$ cat config.mk
export PLATFORM = sky130hd
export DESIGN_NAME = regbus_xcvr
export DESIGN_NICKNAME = d
export VERILOG_FILES = /design/src/rtl/regbus_xcvr_pkg.sv /design/src/rtl/regbus_xcvr_rise_det.sv /design/src/rtl/regbus_xcvr_store.sv /design/src/rtl/regbus_xcvr_ctrl.sv /design/src/rtl/regbus_xcvr_drive.sv /design/src/rtl/regbus_xcvr.sv
export SDC_FILE = /design/constraint.sdc
export NUM_CORES = 1
export LEC_CHECK = 0
export ABC_AREA = 1
export BUFFER_PORTS_ARGS = -buffer_cell sky130_fd_sc_hd__buf_2
export CELL_PAD_IN_SITES_DETAIL_PLACEMENT = 1
export CELL_PAD_IN_SITES_GLOBAL_PLACEMENT = 1
export CORE_ASPECT_RATIO = 2
export CORE_UTILIZATION = 34
export CTS_BUF_LIST = sky130_fd_sc_hd__clkbuf_8
export CTS_CLUSTER_SIZE = 20
export DETAILED_ROUTE_END_ITERATION = 8
export HOLD_SLACK_MARGIN = 0.02
export PLACE_DENSITY_LB_ADDON = 0.25
export SKIP_CTS_REPAIR_TIMING = 1
export SLEW_MARGIN = 20
export SYNTH_ARGS = -nofsm -noshare
export SYNTH_HDL_FRONTEND = slang
export SYNTH_SLANG_ARGS = --single-unit
$ cat constraint.sdc
create_clock -name clk -period 1.2 [get_ports clk]
set_clock_uncertainty 0.1 [all_clocks]
set_input_delay 0.24 -clock clk [delete_from_list [all_inputs] [get_ports clk]]
set_output_delay 0.24 -clock clk [all_outputs]
set_load 0.01 [all_outputs]
$ cat src/rtl/regbus_xcvr_pkg.sv
package regbus_xcvr_pkg;

  // Source chosen for a driven port.
  typedef enum logic {
    SRC_LIVE   = 1'b0,
    SRC_STORED = 1'b1
  } src_sel_e;

  // Per-direction control decoded from the mode pins.
  typedef struct packed {
    logic     drive;
    src_sel_e src;
  } path_ctrl_t;

  // Direction indices used by the generate loop in the top.
  localparam int unsigned PATH_AB = 0;
  localparam int unsigned PATH_BA = 1;
  localparam int unsigned NUM_PATHS = 2;

endpackage

$ cat src/rtl/regbus_xcvr_rise_det.sv
module regbus_xcvr_rise_det (
  input  logic clk,
  input  logic rst_n,
  input  logic strobe_i,
  output logic rise_o
);
  logic prev_q;

  always_ff @(posedge clk) begin
    if (!rst_n) prev_q <= 1'b0;
    else        prev_q <= strobe_i;
  end

  assign rise_o = strobe_i & ~prev_q;
endmodule

$ cat src/rtl/regbus_xcvr_store.sv
module regbus_xcvr_store #(
  parameter int unsigned WIDTH = 8
) (
  input  logic             clk,
  input  logic             rst_n,
  input  logic             load_i,
  input  logic [WIDTH-1:0] d_i,
  output logic [WIDTH-1:0] q_o
);
  logic [WIDTH-1:0] q_r;

  always_ff @(posedge clk) begin
    if (!rst_n)      q_r <= '0;
    else if (load_i) q_r <= d_i;
  end

  assign q_o = q_r;
endmodule

$ cat src/rtl/regbus_xcvr_ctrl.sv
module regbus_xcvr_ctrl
  import regbus_xcvr_pkg::*;
(
  input  logic       oe_n_i,
  input  logic       dir_ab_i,
  input  logic       ab_src_i,
  input  logic       ba_src_i,
  output path_ctrl_t ab_ctrl_o,
  output path_ctrl_t ba_ctrl_o
);
  logic enabled;

  always_comb begin
    enabled         = ~oe_n_i;
    ab_ctrl_o.drive = enabled &  dir_ab_i;
    ba_ctrl_o.drive = enabled & ~dir_ab_i;
    ab_ctrl_o.src   = ab_src_i ? SRC_STORED : SRC_LIVE;
    ba_ctrl_o.src   = ba_src_i ? SRC_STORED : SRC_LIVE;
  end
endmodule

$ cat src/rtl/regbus_xcvr_drive.sv
module regbus_xcvr_drive
  import regbus_xcvr_pkg::*;
#(
  parameter int unsigned WIDTH  = 8,
  parameter bit          INVERT = 1'b0
) (
  input  path_ctrl_t       ctrl_i,
  input  logic [WIDTH-1:0] live_i,
  input  logic [WIDTH-1:0] stored_i,
  output logic [WIDTH-1:0] pull_o
);
  logic [WIDTH-1:0] picked;
  logic [WIDTH-1:0] level;

  always_comb begin
    picked = (ctrl_i.src == SRC_STORED) ? stored_i : live_i;
  end

  generate
    if (INVERT) begin : g_inv
      assign level = ~picked;
    end else begin : g_pass
      assign level = picked;
    end
  endgenerate

  // Open-drain: a driven bit whose level is 0 pulls the line low.
  assign pull_o = {WIDTH{ctrl_i.drive}} & ~level;
endmodule

$ cat src/rtl/regbus_xcvr.sv
module regbus_xcvr
  import regbus_xcvr_pkg::*;
#(
  parameter int unsigned WIDTH  = 8,
  parameter bit          INVERT = 1'b0
) (
  input  logic             clk,
  input  logic             rst_n,
  input  logic             oe_n_i,
  input  logic             dir_ab_i,
  input  logic             ab_src_i,
  input  logic             ba_src_i,
  input  logic             ab_cap_i,
  input  logic             ba_cap_i,
  input  logic [WIDTH-1:0] a_in_i,
  input  logic [WIDTH-1:0] b_in_i,
  output logic [WIDTH-1:0] a_pull_o,
  output logic [WIDTH-1:0] b_pull_o
);
  path_ctrl_t       ctrl   [NUM_PATHS];
  logic             strobe [NUM_PATHS];
  logic [WIDTH-1:0] live   [NUM_PATHS];
  logic [WIDTH-1:0] line   [NUM_PATHS];
  logic [WIDTH-1:0] stored [NUM_PATHS];
  logic [WIDTH-1:0] pull   [NUM_PATHS];

  regbus_xcvr_ctrl u_ctrl (
    .oe_n_i    (oe_n_i),
    .dir_ab_i  (dir_ab_i),
    .ab_src_i  (ab_src_i),
    .ba_src_i  (ba_src_i),
    .ab_ctrl_o (ctrl[PATH_AB]),
    .ba_ctrl_o (ctrl[PATH_BA])
  );

  // The live input of a path is its source bus's raw level: that bus is
  // never driven while the path drives, so raw equals resolved and no
  // combinational loop through the opposite port exists.
  assign strobe[PATH_AB] = ab_cap_i;
  assign strobe[PATH_BA] = ba_cap_i;
  assign live[PATH_AB]   = a_in_i;
  assign live[PATH_BA]   = b_in_i;
  // Capture data is the resolved line, including this block's own pull.
  assign line[PATH_AB]   = a_in_i & ~pull[PATH_BA];
  assign line[PATH_BA]   = b_in_i & ~pull[PATH_AB];

  for (genvar p = 0; p < NUM_PATHS; p++) begin : g_path
    logic load;

    regbus_xcvr_rise_det u_rise (
      .clk      (clk),
      .rst_n    (rst_n),
      .strobe_i (strobe[p]),
      .rise_o   (load)
    );

    regbus_xcvr_store #(.WIDTH(WIDTH)) u_store (
      .clk    (clk),
      .rst_n  (rst_n),
      .load_i (load),
      .d_i    (line[p]),
      .q_o    (stored[p])
    );

    regbus_xcvr_drive #(.WIDTH(WIDTH), .INVERT(INVERT)) u_drive (
      .ctrl_i   (ctrl[p]),
      .live_i   (live[p]),
      .stored_i (stored[p]),
      .pull_o   (pull[p])
    );
  end

  assign b_pull_o = pull[PATH_AB];
  assign a_pull_o = pull[PATH_BA];
endmodule

==> flow_summary.ini <==
[logic_synthesis]
synth.ff_latch_count = 18
muxShareOfSynthArea = 0
synth_cell_types = 16
avgSynthCellArea_um2 = 7.03
synth.cell_area_mm2 = 0.00104
syn-instance-count = 148
synth_top_family_by_area = simple AND/OR/NAND/NOR gates
synth_fa_ha_area_frac = 0
ys_seq_area_frac = 0.347
synth-xor-area-share = 0
synth_compound_gate_area_share = 0.161
synth_nets = 172
yosysWarnings = 0
synth_simple_gate_area_frac = 0.356

[sta]
post-route-min-period_ns = 1.29
setup_ws_ns = -0.0852
setup_violations = 14
fin_setup_tns_ns = -0.761
fmax_mhz = 778
tightest_slew_ns = 0.325
rsz0062_at_grt = true
slew_violations = 0
relSlewSlack = 0.783
finalCritPeriodShare = 1.07
hold_viol = 0

[placed_design]
io_buffers = 39
dp_hpwl_um = 2470
place_congestion = 0.815
post-place-cells = 226

[route]
post_drt_via_cell_ratio = 5.07
drtAntennaViolNets = 0
drc_errors = 0
drt_pass1_iterations = 4
wire_per_inst_um = 15.1
vias = 1181
wirelength_um = 3510
drt_iter0_drc = 17

[floorplanning]
coreArea_mm2 = 0.00294
die_y_um = 80.2
die_w_um = 41.1
start_util = 0.353
die_area_mm2 = 0.00330
pin_count = 40
num_rows = 28

[clock_tree]
clockBufferDepth = 2
clkTransAtPathRegs_ns = 0.07
cts_made_buffers = 3
worstSkewPairLatency_ns = 0.26
cts_root_buffer = clkbuf_8
cts_sinks = 18
cts_htree_levels = 1
cts_tree = done

[worst_setup_path]
slowest_stage = nor2_4
start_kind = input pin
path_max_fanout = 8
rr_startpoint = g_path[1].u_store.q_o[5]
r2r_slack_ns = 0.15
critPathCapture = b_pull_o[5]
cp.arrival_ns = 0.95
crit_start = dir_ab_i
cpPeakStageDelay_ns = 0.26
reg2reg_to = g_path[0].u_store.q_o[5]
required_ns = 0.86
worstSetupPathType = input pin to output port
ff2ff_path_depth = 6
end_kind = output port
path_cells = buf_8 > inv_4 > nor2_4 > nand3_2 > inv_2 > buf_6

[global_routing]
grt_use_met1 = 0.222
grt_overflow = 0
gr-usage-met2 = 0.395
use_met3 = 0.0249
grt_pass1_wl_um = 4950
gr-usage-all-layers = 0.213
grt-busiest-layer = met2
antenna_found_initial = 0
grt_max_degree = 19
grt_pass1_vias = 1160

[power_and_ir_drop]
power_mw = 1.53
switching_share = 0.307
comb_power_share = 0.279
p_leak_nw = 0.832
cell_internal_pwr_mw = 1.06
power_switching_mw = 0.470
power_frac_clock = 0.281
ir_drop_mv = 0.643
seq_power_share = 0.440
power.density_mw_per_mm2 = 965

[cells_and_area]
syn2layout_area_growth_pct = 52.9
final_common_cell = nand2_1
drive_gt1_frac = 0.562
finalNonFillerCells = 233
n_antenna_cell = 0
fin_nets = 229
final_cell_mix = nand2_1, buf_2, buf_4

[run_status]
violations = setup timing
status = complete, but fails checks

[min_path]
hp-class = input pin to register

[job]
max_cap_viol_count = 0
==> metrics by stage <==
step | area [um2] | util | hold WS, ns | setup WS (ns)
global route | 1590 | 0.540 | 0.109 | -0.151
floorplan | 1040 | - | 0.233 | 0.164
global placement | 1340 | 0.456 | 0.344 | -0.0625
finish | 1590 | 0.540 | 0.0945 | -0.0852
CTS | 1380 | 0.470 | 0.0969 | -0.104
detailed placement | 1340 | 0.456 | 0.366 | -0.103
==> registers in the layout (all words and copies together), names as in the netlist <==
register	cells
g_path.u_store.q_o	16
g_path.u_rise.prev_q	2
==> area by class of cell <==
type | count | area (um2)
well taps | 30 | 37.5
fillers | 373 | 1350
multi-input cells | 102 | 633
clock buffers | 3 | 41.3
repair buffers | 57 | 412
flip-flops and latches | 18 | 370
inverters | 23 | 96.3
==> cell usage after synthesis <==
library cell | count | share of area
buf_4 | 2 | 0.014
nor2_4 | 2 | 0.022
clkinv_4 | 1 | 0.0084
nor2_8 | 2 | 0.039
nand3_2 | 8 | 0.077
a21oi_2 | 2 | 0.017
buf_6 | 3 | 0.032
a21oi_1 | 14 | 0.067
o21ai_1 | 4 | 0.019
inv_1 | 19 | 0.069
nand2_1 | 50 | 0.18
dfxtp_1 | 18 | 0.35
o21ai_0 | 12 | 0.058
inv_2 | 2 | 0.0072
clkinv_2 | 1 | 0.0048
nand3_1 | 8 | 0.039
==> logic make-up (layout without fill, tap and decap cells) <==
logic type / Yosys count / in the layout
AND/OR/NAND/NOR: 70 / 70
AO/OA/AOI/OAI: 32 / 32
buffers and inverters: 28 / 83
flip-flops: 18 / 18
==> worst min path at each step <==
stage          startpoint                      end  slack, ns  cells past startpoint
2_1_floorplan    ab_cap_i  g_path[0].u_rise.prev_q       0.23                      2
3_3_place_gp     ab_cap_i  g_path[0].u_rise.prev_q       0.34                      3
3_5_place_dp     ab_cap_i  g_path[0].u_rise.prev_q       0.37                      3
4_1_cts          ab_cap_i  g_path[0].u_rise.prev_q        0.1                      3
5_1_grt          ab_cap_i  g_path[0].u_rise.prev_q       0.11                      3
6_report         ab_cap_i  g_path[0].u_rise.prev_q       0.09                      3
==> metal layers <==
layer	vias up	part of all wire
met5	-	0
met4	0	0.011
met3	4	0.028
met2	23	0.59
met1	575	0.37
li1	579	-
==> critical path: cells and delay by family <==
family / cells / cell delay, ns
AND/OR/NAND/NOR: 2 / 0.41
buffers and inverters: 4 / 0.29
==> power groups by stage <==
stage          clock, mW  sequential, mW  combinational (mW)
2_1_floorplan          0           0.674               0.200
3_3_place_gp           0           0.678               0.332
3_5_place_dp           0           0.680               0.347
4_1_cts            0.442           0.667               0.350
5_1_grt            0.458           0.681               0.469
6_report           0.431           0.675               0.428
No activity file was read; power rests on OpenSTA's default activity.
